File: config.mk
export PLATFORM = sky130hd
export DESIGN_NAME = adc_seq_ctrl
export DESIGN_NICKNAME = d
export VERILOG_FILES = /design/src/rtl/adc_seq_pkg.sv /design/src/rtl/adc_prescaler.sv /design/src/rtl/adc_trig_sync.sv /design/src/rtl/adc_sar_core.sv /design/src/rtl/adc_seq_ctrl.sv
export SDC_FILE = /design/constraint.sdc
export NUM_CORES = 1
export LEC_CHECK = 0
export BUFFER_PORTS_ARGS = -buffer_cell sky130_fd_sc_hd__buf_2
export CAP_MARGIN = 20
export CORE_MARGIN = 3
export CORE_UTILIZATION = 50
export CTS_BUF_LIST = sky130_fd_sc_hd__clkbuf_4 sky130_fd_sc_hd__clkbuf_8
export CTS_CLUSTER_SIZE = 30
export DETAILED_ROUTE_END_ITERATION = 12
export PLACE_DENSITY = 0.69
export SLEW_MARGIN = 20
export SYNTH_ARGS = -nofsm -noshare
export SYNTH_HDL_FRONTEND = slang
export SYNTH_HIERARCHICAL = 1
export SYNTH_SLANG_ARGS = --single-unit
File: constraint.sdc
create_clock -name clk -period 6.6 [get_ports clk]
set_clock_uncertainty 0.05 [all_clocks]
set_input_delay 0.33 -clock clk [delete_from_list [all_inputs] [get_ports clk]]
set_output_delay 0.33 -clock clk [all_outputs]
set_load 0.01 [all_outputs]
File: src/rtl/adc_seq_pkg.sv
package adc_seq_pkg;
   typedef enum logic [1:0] {
      RA_CTRL   = 2'd0,
      RA_MUX    = 2'd1,
      RA_RES_LO = 2'd2,
      RA_RES_HI = 2'd3
   } ra_e;

   // CTRL bit positions
   localparam int CB_EN   = 7;
   localparam int CB_GO   = 6;
   localparam int CB_AUTO = 5;
   localparam int CB_FLAG = 4;
   localparam int CB_IRQ  = 3;

   // MUX bit positions
   localparam int MB_REF_LSB = 6;
   localparam int MB_SRC     = 5;
endpackage

File: src/rtl/adc_prescaler.sv
module adc_prescaler #(
   parameter int SEL_W = 3
) (
   input  logic             clk,
   input  logic             rst_n,
   input  logic             run,
   input  logic             clr,
   input  logic [SEL_W-1:0] sel,
   output logic             tick
);
   localparam int CNT_W = (1 << SEL_W) - 1;

   generate
      if (SEL_W < 1 || SEL_W > 4) begin : g_bad_sel
         $error("adc_prescaler: SEL_W out of range");
      end
   endgenerate

   logic [CNT_W-1:0] cnt_q;
   logic [CNT_W-1:0] lim;
   logic [SEL_W-1:0] shamt;

   always_comb begin
      shamt = (sel == '0) ? SEL_W'(1) : sel;
      lim   = (CNT_W'(1) << shamt) - CNT_W'(1);
      tick  = run && !clr && (cnt_q == lim);
   end

   always_ff @(posedge clk or negedge rst_n) begin
      if (!rst_n)                      cnt_q <= '0;
      else if (!run || clr)            cnt_q <= '0;
      else if (cnt_q == lim)           cnt_q <= '0;
      else                             cnt_q <= cnt_q + CNT_W'(1);
   end
endmodule

File: src/rtl/adc_trig_sync.sv
module adc_trig_sync #(
   parameter int STAGES = 2
) (
   input  logic clk,
   input  logic rst_n,
   input  logic din,
   output logic evt
);
   logic last;
   logic prev_q;

   generate
      if (STAGES < 1) begin : g_bad_stages
         $error("adc_trig_sync: STAGES must be at least 1");
      end
      if (STAGES == 1) begin : g_one
         logic s_q;
         always_ff @(posedge clk or negedge rst_n) begin
            if (!rst_n) s_q <= 1'b0;
            else        s_q <= din;
         end
         assign last = s_q;
      end else begin : g_chain
         logic [STAGES-1:0] s_q;
         always_ff @(posedge clk or negedge rst_n) begin
            if (!rst_n) s_q <= '0;
            else        s_q <= {s_q[STAGES-2:0], din};
         end
         assign last = s_q[STAGES-1];
      end
   endgenerate

   always_ff @(posedge clk or negedge rst_n) begin
      if (!rst_n) prev_q <= 1'b0;
      else        prev_q <= last;
   end

   assign evt = last & ~prev_q;
endmodule

File: src/rtl/adc_sar_core.sv
module adc_sar_core #(
   parameter int RES_W       = 10,
   parameter int NORM_CYC    = 13,
   parameter int FIRST_EXTRA = 12
) (
   input  logic             clk,
   input  logic             rst_n,
   input  logic             abort,
   input  logic             launch,
   input  logic             long_mode,
   input  logic             tick,
   input  logic             cmp_in,
   input  logic             chain,
   output logic             busy,
   output logic             upd_stb,
   output logic             smp_stb,
   output logic             done_stb,
   output logic [RES_W-1:0] dac_code,
   output logic [RES_W-1:0] result
);
   localparam int SMP_N    = NORM_CYC - RES_W - 1;
   localparam int LONG_CYC = NORM_CYC + FIRST_EXTRA;
   localparam int STEP_W   = $clog2(LONG_CYC + 1);

   generate
      if (SMP_N < 1) begin : g_bad_cyc
         $error("adc_sar_core: NORM_CYC too short for RES_W");
      end
      if (FIRST_EXTRA < 0) begin : g_bad_extra
         $error("adc_sar_core: FIRST_EXTRA negative");
      end
   endgenerate

   logic              busy_q, long_q, act;
   logic [STEP_W-1:0] step_q, nstep, smp_at, last_at, bit_w;
   logic [RES_W-1:0]  code_q, code_n, res_q;
   logic              in_trial;

   always_comb begin
      nstep    = step_q + STEP_W'(1);
      smp_at   = long_q ? STEP_W'(SMP_N + FIRST_EXTRA) : STEP_W'(SMP_N);
      last_at  = smp_at + STEP_W'(RES_W + 1);
      in_trial = (nstep > smp_at) && (nstep <= smp_at + STEP_W'(RES_W));
      bit_w    = STEP_W'(RES_W - 1) - (nstep - smp_at - STEP_W'(1));
      code_n   = code_q;
      if (nstep == smp_at) begin
         code_n            = '0;
         code_n[RES_W-1]   = 1'b1;
      end else if (in_trial) begin
         for (int b = 0; b < RES_W; b++) begin
            if (b == int'(bit_w))          code_n[b] = cmp_in;
            else if (b + 1 == int'(bit_w)) code_n[b] = 1'b1;
         end
      end
   end

   assign act      = busy_q && tick && !abort;
   assign upd_stb  = act && (nstep == STEP_W'(1));
   assign smp_stb  = act && (nstep == smp_at);
   assign done_stb = act && (nstep == last_at);

   always_ff @(posedge clk or negedge rst_n) begin
      if (!rst_n) begin
         busy_q <= 1'b0;
         long_q <= 1'b0;
         step_q <= '0;
         code_q <= '0;
         res_q  <= '0;
      end else if (abort) begin
         busy_q <= 1'b0;
         long_q <= 1'b0;
         step_q <= '0;
         code_q <= '0;
      end else if (!busy_q) begin
         if (launch) begin
            busy_q <= 1'b1;
            long_q <= long_mode;
            step_q <= '0;
            code_q <= '0;
         end
      end else if (tick) begin
         if (nstep == last_at) begin
            res_q  <= code_q;
            step_q <= '0;
            long_q <= 1'b0;
            code_q <= '0;
            busy_q <= chain;
         end else begin
            step_q <= nstep;
            code_q <= code_n;
         end
      end
   end

   assign busy     = busy_q;
   assign dac_code = code_q;
   assign result   = res_q;
endmodule

File: src/rtl/adc_seq_ctrl.sv
module adc_seq_ctrl
   import adc_seq_pkg::*;
#(
   parameter int DATA_W      = 8,
   parameter int RES_W       = 10,
   parameter int PSC_SEL_W   = 3,
   parameter int CHAN_W      = 4,
   parameter int REF_W       = 2,
   parameter int NORM_CYC    = 13,
   parameter int FIRST_EXTRA = 12,
   parameter int SYNC_STAGES = 2
) (
   input  logic              clk,
   input  logic              rst_n,
   input  logic              reg_wr,
   input  logic [1:0]        reg_addr,
   input  logic [DATA_W-1:0] reg_wdata,
   output logic [DATA_W-1:0] reg_rdata,
   input  logic              trig_in,
   input  logic              cmp_in,
   output logic [RES_W-1:0]  dac_code,
   output logic              adc_tick,
   output logic              mux_upd,
   output logic [CHAN_W-1:0] mux_chan,
   output logic [REF_W-1:0]  mux_ref,
   output logic              smp_hold,
   output logic              conv_done,
   output logic              irq
);
   localparam int HI_W = RES_W - DATA_W;

   generate
      if (DATA_W != 8) begin : g_bad_dw
         $error("adc_seq_ctrl: register map needs DATA_W of 8");
      end
      if (HI_W < 1 || RES_W > 2 * DATA_W) begin : g_bad_res
         $error("adc_seq_ctrl: RES_W must fit two registers");
      end
      if (NORM_CYC != RES_W + 3) begin : g_bad_norm
         $error("adc_seq_ctrl: NORM_CYC must be RES_W + 3");
      end
      if (CHAN_W > 4 || REF_W != 2 || PSC_SEL_W > 3) begin : g_bad_fields
         $error("adc_seq_ctrl: field widths exceed register map");
      end
   endgenerate

   // register state
   logic                 en_q, start_q, auto_q, flag_q, irqen_q, src_q, first_q;
   logic [PSC_SEL_W-1:0] psc_q;
   logic [REF_W-1:0]     ref_q, act_ref_q;
   logic [CHAN_W-1:0]    chan_q, act_chan_q;

   logic wr_ctl, wr_mux, abort, sw_launch, trig_launch, launch, long_mode, chain;
   logic trig_evt, busy, tick, upd, smp, done;
   logic [RES_W-1:0] res_q;

   assign wr_ctl      = reg_wr && (ra_e'(reg_addr) == RA_CTRL);
   assign wr_mux      = reg_wr && (ra_e'(reg_addr) == RA_MUX);
   assign abort       = wr_ctl && !reg_wdata[CB_EN];
   assign sw_launch   = wr_ctl && reg_wdata[CB_EN] && reg_wdata[CB_GO] && !busy;
   assign trig_launch = en_q && auto_q && !src_q && trig_evt && !busy && !wr_ctl;
   assign launch      = sw_launch || trig_launch;
   assign long_mode   = first_q || !en_q;
   assign chain       = auto_q && src_q && start_q;

   adc_prescaler #(.SEL_W(PSC_SEL_W)) u_psc (
      .clk   (clk),
      .rst_n (rst_n),
      .run   (en_q),
      .clr   (trig_launch),
      .sel   (psc_q),
      .tick  (tick)
   );

   adc_trig_sync #(.STAGES(SYNC_STAGES)) u_sync (
      .clk   (clk),
      .rst_n (rst_n),
      .din   (trig_in),
      .evt   (trig_evt)
   );

   adc_sar_core #(
      .RES_W       (RES_W),
      .NORM_CYC    (NORM_CYC),
      .FIRST_EXTRA (FIRST_EXTRA)
   ) u_core (
      .clk       (clk),
      .rst_n     (rst_n),
      .abort     (abort),
      .launch    (launch),
      .long_mode (long_mode),
      .tick      (tick),
      .cmp_in    (cmp_in),
      .chain     (chain),
      .busy      (busy),
      .upd_stb   (upd),
      .smp_stb   (smp),
      .done_stb  (done),
      .dac_code  (dac_code),
      .result    (res_q)
   );

   always_ff @(posedge clk or negedge rst_n) begin
      if (!rst_n) begin
         en_q    <= 1'b0;
         auto_q  <= 1'b0;
         irqen_q <= 1'b0;
         psc_q   <= '0;
      end else if (wr_ctl) begin
         en_q    <= reg_wdata[CB_EN];
         auto_q  <= reg_wdata[CB_AUTO];
         irqen_q <= reg_wdata[CB_IRQ];
         psc_q   <= reg_wdata[PSC_SEL_W-1:0];
      end
   end

   always_ff @(posedge clk or negedge rst_n) begin
      if (!rst_n)                                  start_q <= 1'b0;
      else if (abort)                              start_q <= 1'b0;
      else if (launch)                             start_q <= 1'b1;
      else if (done && !chain)                     start_q <= 1'b0;
      else if (wr_ctl && busy && auto_q && src_q && !reg_wdata[CB_GO])
                                                   start_q <= 1'b0;
   end

   always_ff @(posedge clk or negedge rst_n) begin
      if (!rst_n)                                  first_q <= 1'b0;
      else if (launch || abort)                    first_q <= 1'b0;
      else if (wr_ctl && reg_wdata[CB_EN] && !en_q) first_q <= 1'b1;
   end

   always_ff @(posedge clk or negedge rst_n) begin
      if (!rst_n)                                  flag_q <= 1'b0;
      else if (done)                               flag_q <= 1'b1;
      else if (wr_ctl && reg_wdata[CB_FLAG])       flag_q <= 1'b0;
   end

   always_ff @(posedge clk or negedge rst_n) begin
      if (!rst_n) begin
         ref_q  <= '0;
         src_q  <= 1'b0;
         chan_q <= '0;
      end else if (wr_mux) begin
         ref_q  <= reg_wdata[MB_REF_LSB +: REF_W];
         src_q  <= reg_wdata[MB_SRC];
         chan_q <= reg_wdata[CHAN_W-1:0];
      end
   end

   always_ff @(posedge clk or negedge rst_n) begin
      if (!rst_n) begin
         act_chan_q <= '0;
         act_ref_q  <= '0;
      end else if (upd) begin
         act_chan_q <= chan_q;
         act_ref_q  <= ref_q;
      end
   end

   always_comb begin
      reg_rdata = '0;
      unique case (ra_e'(reg_addr))
         RA_CTRL: begin
            reg_rdata[CB_EN]           = en_q;
            reg_rdata[CB_GO]           = start_q;
            reg_rdata[CB_AUTO]         = auto_q;
            reg_rdata[CB_FLAG]         = flag_q;
            reg_rdata[CB_IRQ]          = irqen_q;
            reg_rdata[PSC_SEL_W-1:0]   = psc_q;
         end
         RA_MUX: begin
            reg_rdata[MB_REF_LSB +: REF_W] = ref_q;
            reg_rdata[MB_SRC]              = src_q;
            reg_rdata[CHAN_W-1:0]          = chan_q;
         end
         RA_RES_LO: reg_rdata              = res_q[DATA_W-1:0];
         RA_RES_HI: reg_rdata[HI_W-1:0]    = res_q[RES_W-1:DATA_W];
      endcase
   end

   assign adc_tick  = tick;
   assign mux_upd   = upd;
   assign smp_hold  = smp;
   assign conv_done = done;
   assign mux_chan  = act_chan_q;
   assign mux_ref   = act_ref_q;
   assign irq       = flag_q && irqen_q;
endmodule

==> results.yml <==
global_route:
  grt_max_degree: 60
  antenna_found_initial: 0
  overflow: 0
  grt_pass1_wl_um: 13500
  gr-usage-all-layers_pct: 20.5
  grt_pass1_vias: 2686
worst_setup_path:
  crit_family: "simple AND/OR/NAND/NOR gates"
  crit_required_ns: 6.22
  critPathBufInv: 2
  crit_chain: "or2_1, ha_1, xnor2_2, o211ai_1, a221oi_2, and3b_1, nand2_1, nor4_1, buf_4, buf_2"
  crit_fanout: 10
  setup.worst_path.start: "psc_q[2]$_DFFE_PN0N_"
  start_kind: "flip-flop"
  worstPathArrival_ns: 3.16
  cpMaxStageDelayCell: "a221oi_2"
  critical_path_class: "reg2out"
  end_kind: "output pin"
  rr_startpoint: "psc_q[2]$_DFFE_PN0N_"
  cpPeakStageDelay_ns: 0.52
synthesis:
  synth.distinct_cells: 70
  synth-edff-count: 0
  yosysSeqAreaShare_pct: 40.8
  ys_ff_latch: 59
  syn-num-nets: 382
  ys.warnings.count: 6
  synth_area_um2: 3620
  syn-instance-count: 352
  async_flop_share_pct: 100
  syn_area_per_cell_um2: 10.3
  ys.flop_type: "dfrtp_1"
power:
  power_frac_comb_pct: 34.3
  p_per_area_nw_per_um2: 292
  cellLeakagePower_nw: 1.94
  p_int_w: 0.000753
  p_clk_share_pct: 26.7
  switching_power_w: 0.000438
  p_seq_share_pct: 39.0
  netSwitchingFraction_pct: 36.8
  ir_drop_uv: 187
run:
  drv_cap: 0
drt:
  vias_per_cell: 5.63
  wl_per_cell_um: 16.2
  first_pass_iters: 4
  postRouteAntennaNets: 0
  route.detailed.drc: 0
  via_count: 2803
  routed_wl_um: 8050
  drt_iter0_drc: 129
die:
  die_area_um2: 8290
  initial_core_util_pct: 52.4
  core_um2: 6910
  die_y_um: 91.1
  ios: 44
  rows: 30
  dieWidth_um: 91.1
sta:
  fin_tns_setup_ns: 0
  min_period_over_period_pct: 53.7
  fmax_mhz: 282
  setup_violations: 0
  min_period_ns: 3.54
  worst_pin_slew_ns: 0.782
  slew_violations: 0
  hold_violations: 0
  relSlewSlack_pct: 47.5
  rsz0062_at_grt: "false"
hold_path:
  hp-class: "in2reg"
  worstHoldStart: "trig_in"
clocking:
  cts.hold.buffers_added: 0
  cts_buffer_depth: 2
  cts_root_buf: "clkbuf_8"
  insertion_delay_ns: 0.33
  htreeDepth: 3
  cts_buffers: 9
  cts_tree: "done"
  post-cts-setup-buffers: 0
  ctsResizeCount: 0
  cts.clk_slew.worst_paths_ns: 0.06
  cts.sinks: 59
place:
  placement.io_buffers: 43
  dpl.hpwl_um: 6010
  routabilityCongestion: 0.897
outcome:
  outcome: "finished, final reports clean"
final_layout:
  utilization_pct: 59.1
  diodes: 0
  area_growth_pct: 12.8
  drive_gt1_share_pct: 28.1
  fin_nets: 428
==> cells in the mapped netlist (5+ instances only) <==
library cell / instances / share of area [%]
inv_1: 19 / 2.0
mux2i_1: 10 / 2.8
o31ai_1: 5 / 1.0
ha_1: 15 / 5.2
o211ai_1: 10 / 2.1
xor2_1: 7 / 1.7
nor3_1: 8 / 1.1
nand3_1: 13 / 1.8
nand2b_1: 8 / 1.4
o21ai_0: 12 / 1.7
nor2b_1: 7 / 1.2
dfrtp_1: 59 / 41
xnor2_1: 7 / 1.7
mux2_2: 23 / 7.2
nand2_1: 43 / 4.5
nand4_1: 6 / 1.0
a21oi_1: 5 / 0.69
nor2_1: 21 / 2.2
==> layout make-up <==
class,instances,area [µm²]
tap,96,120
clock inverter,3,40.0
multi-input combinational,263,1990
clock buffer,12,146
timing repair buffer,46,238
inverter,19,71.3
sequential,59,1480
fill,599,2830
==> path summary, 6_finish.rpt <==
check	cells after the start	slack, ns	endpoint
worst max-delay path	10	3.06	mux_upd
worst max register to register	11	3.15	u_core/dac_code[2]$_DFFE_PN0P_
worst min register to register	0	0.31	u_sync/g_chain.s_q[1]$_DFF_PN0_
min in group asynchronous	2	0.09	u_psc/cnt_q[5]$_DFF_PN0_
max in group asynchronous	2	5.91	u_core/dac_code[3]$_DFFE_PN0P_
worst min-delay path	1	0.06	u_sync/g_chain.s_q[0]$_DFF_PN0_
==> state kept, by name, summed over array words and instances, names as in the netlist, 2 cells and up <==
register / cells
u_core/dac_code: 10
u_core/result: 10
u_psc/cnt_q: 7
u_core/step_q: 5
chan_q: 4
mux_chan: 4
psc_q: 3
mux_ref: 2
ref_q: 2
u_sync/g_chain.s_q: 2
==> power groups by stage <==
stage,Combinational [W],Clock (W),Sequential [W]
after global placement,0.000401,0,0.000468
after CTS,0.000407,0.000325,0.000464
after global routing,0.000451,0.000345,0.000473
final,0.000408,0.000318,0.000465
after floorplan,0.000295,0,0.000463
after detailed placement,0.000405,0,0.000470
==> metal layers <==
metal  up-vias  wire [µm]  global-route usage (%)
met3         4        428                    5.88
met5         -          0                       0
met2        86       3880                    33.2
li1       1342          -                       -
met4         0         58                    5.65
met1      1371       3690                    26.7
==> cell usage in the layout (no fill, tap or decap), types with 3 or more instances in the layout <==
cell type and count:
dfrtp_1 59, nand2_1 43, buf_2 43, mux2_2 23, nor2_1 21, inv_1 19
ha_1 15, nand3_1 13, o21ai_0 12, mux2i_1 10, o211ai_1 10, clkbuf_8 9
nand2b_1 8, nor3_1 8, nor2b_1 7, xnor2_1 7, xor2_1 7, nand4_1 6
o31ai_1 5, a21oi_1 5, o21ai_1 4, nand4b_1 3, and2_1 3, clkbuf_4 3
buf_4 3, and3_4 3
==> per-stage QoR <==
| step | setup slack, ns | total power (W) | instances | hold slack (ns) | area (µm²) |
|---|---|---|---|---|---|
| finish | 3.06 | 0.00119 | 498 | 0.0581 | 4080 |
| detailed placement | 3.18 | 0.000875 | 483 | 0.295 | 3890 |
| floorplan | 3.26 | 0.000757 | 352 | -0.0156 | 3620 |
| global route | 2.80 | 0.00127 | 498 | 0.0283 | 4080 |
| CTS | 3.02 | 0.00120 | 498 | 0.0411 | 4080 |
| global placement | 3.25 | 0.000869 | 483 | 0.295 | 3890 |
==> cell families after synthesis <==
family          share of synthesized area, %
xor+xnor                                4.60
flops                                   40.8
simple gates                            21.9
buf+inv                                 4.19
other cells                            0.104
mux                                     11.6
fa+ha+maj                               5.19
compound gates                          11.7
No activity file was read; power rests on OpenSTA's default activity.
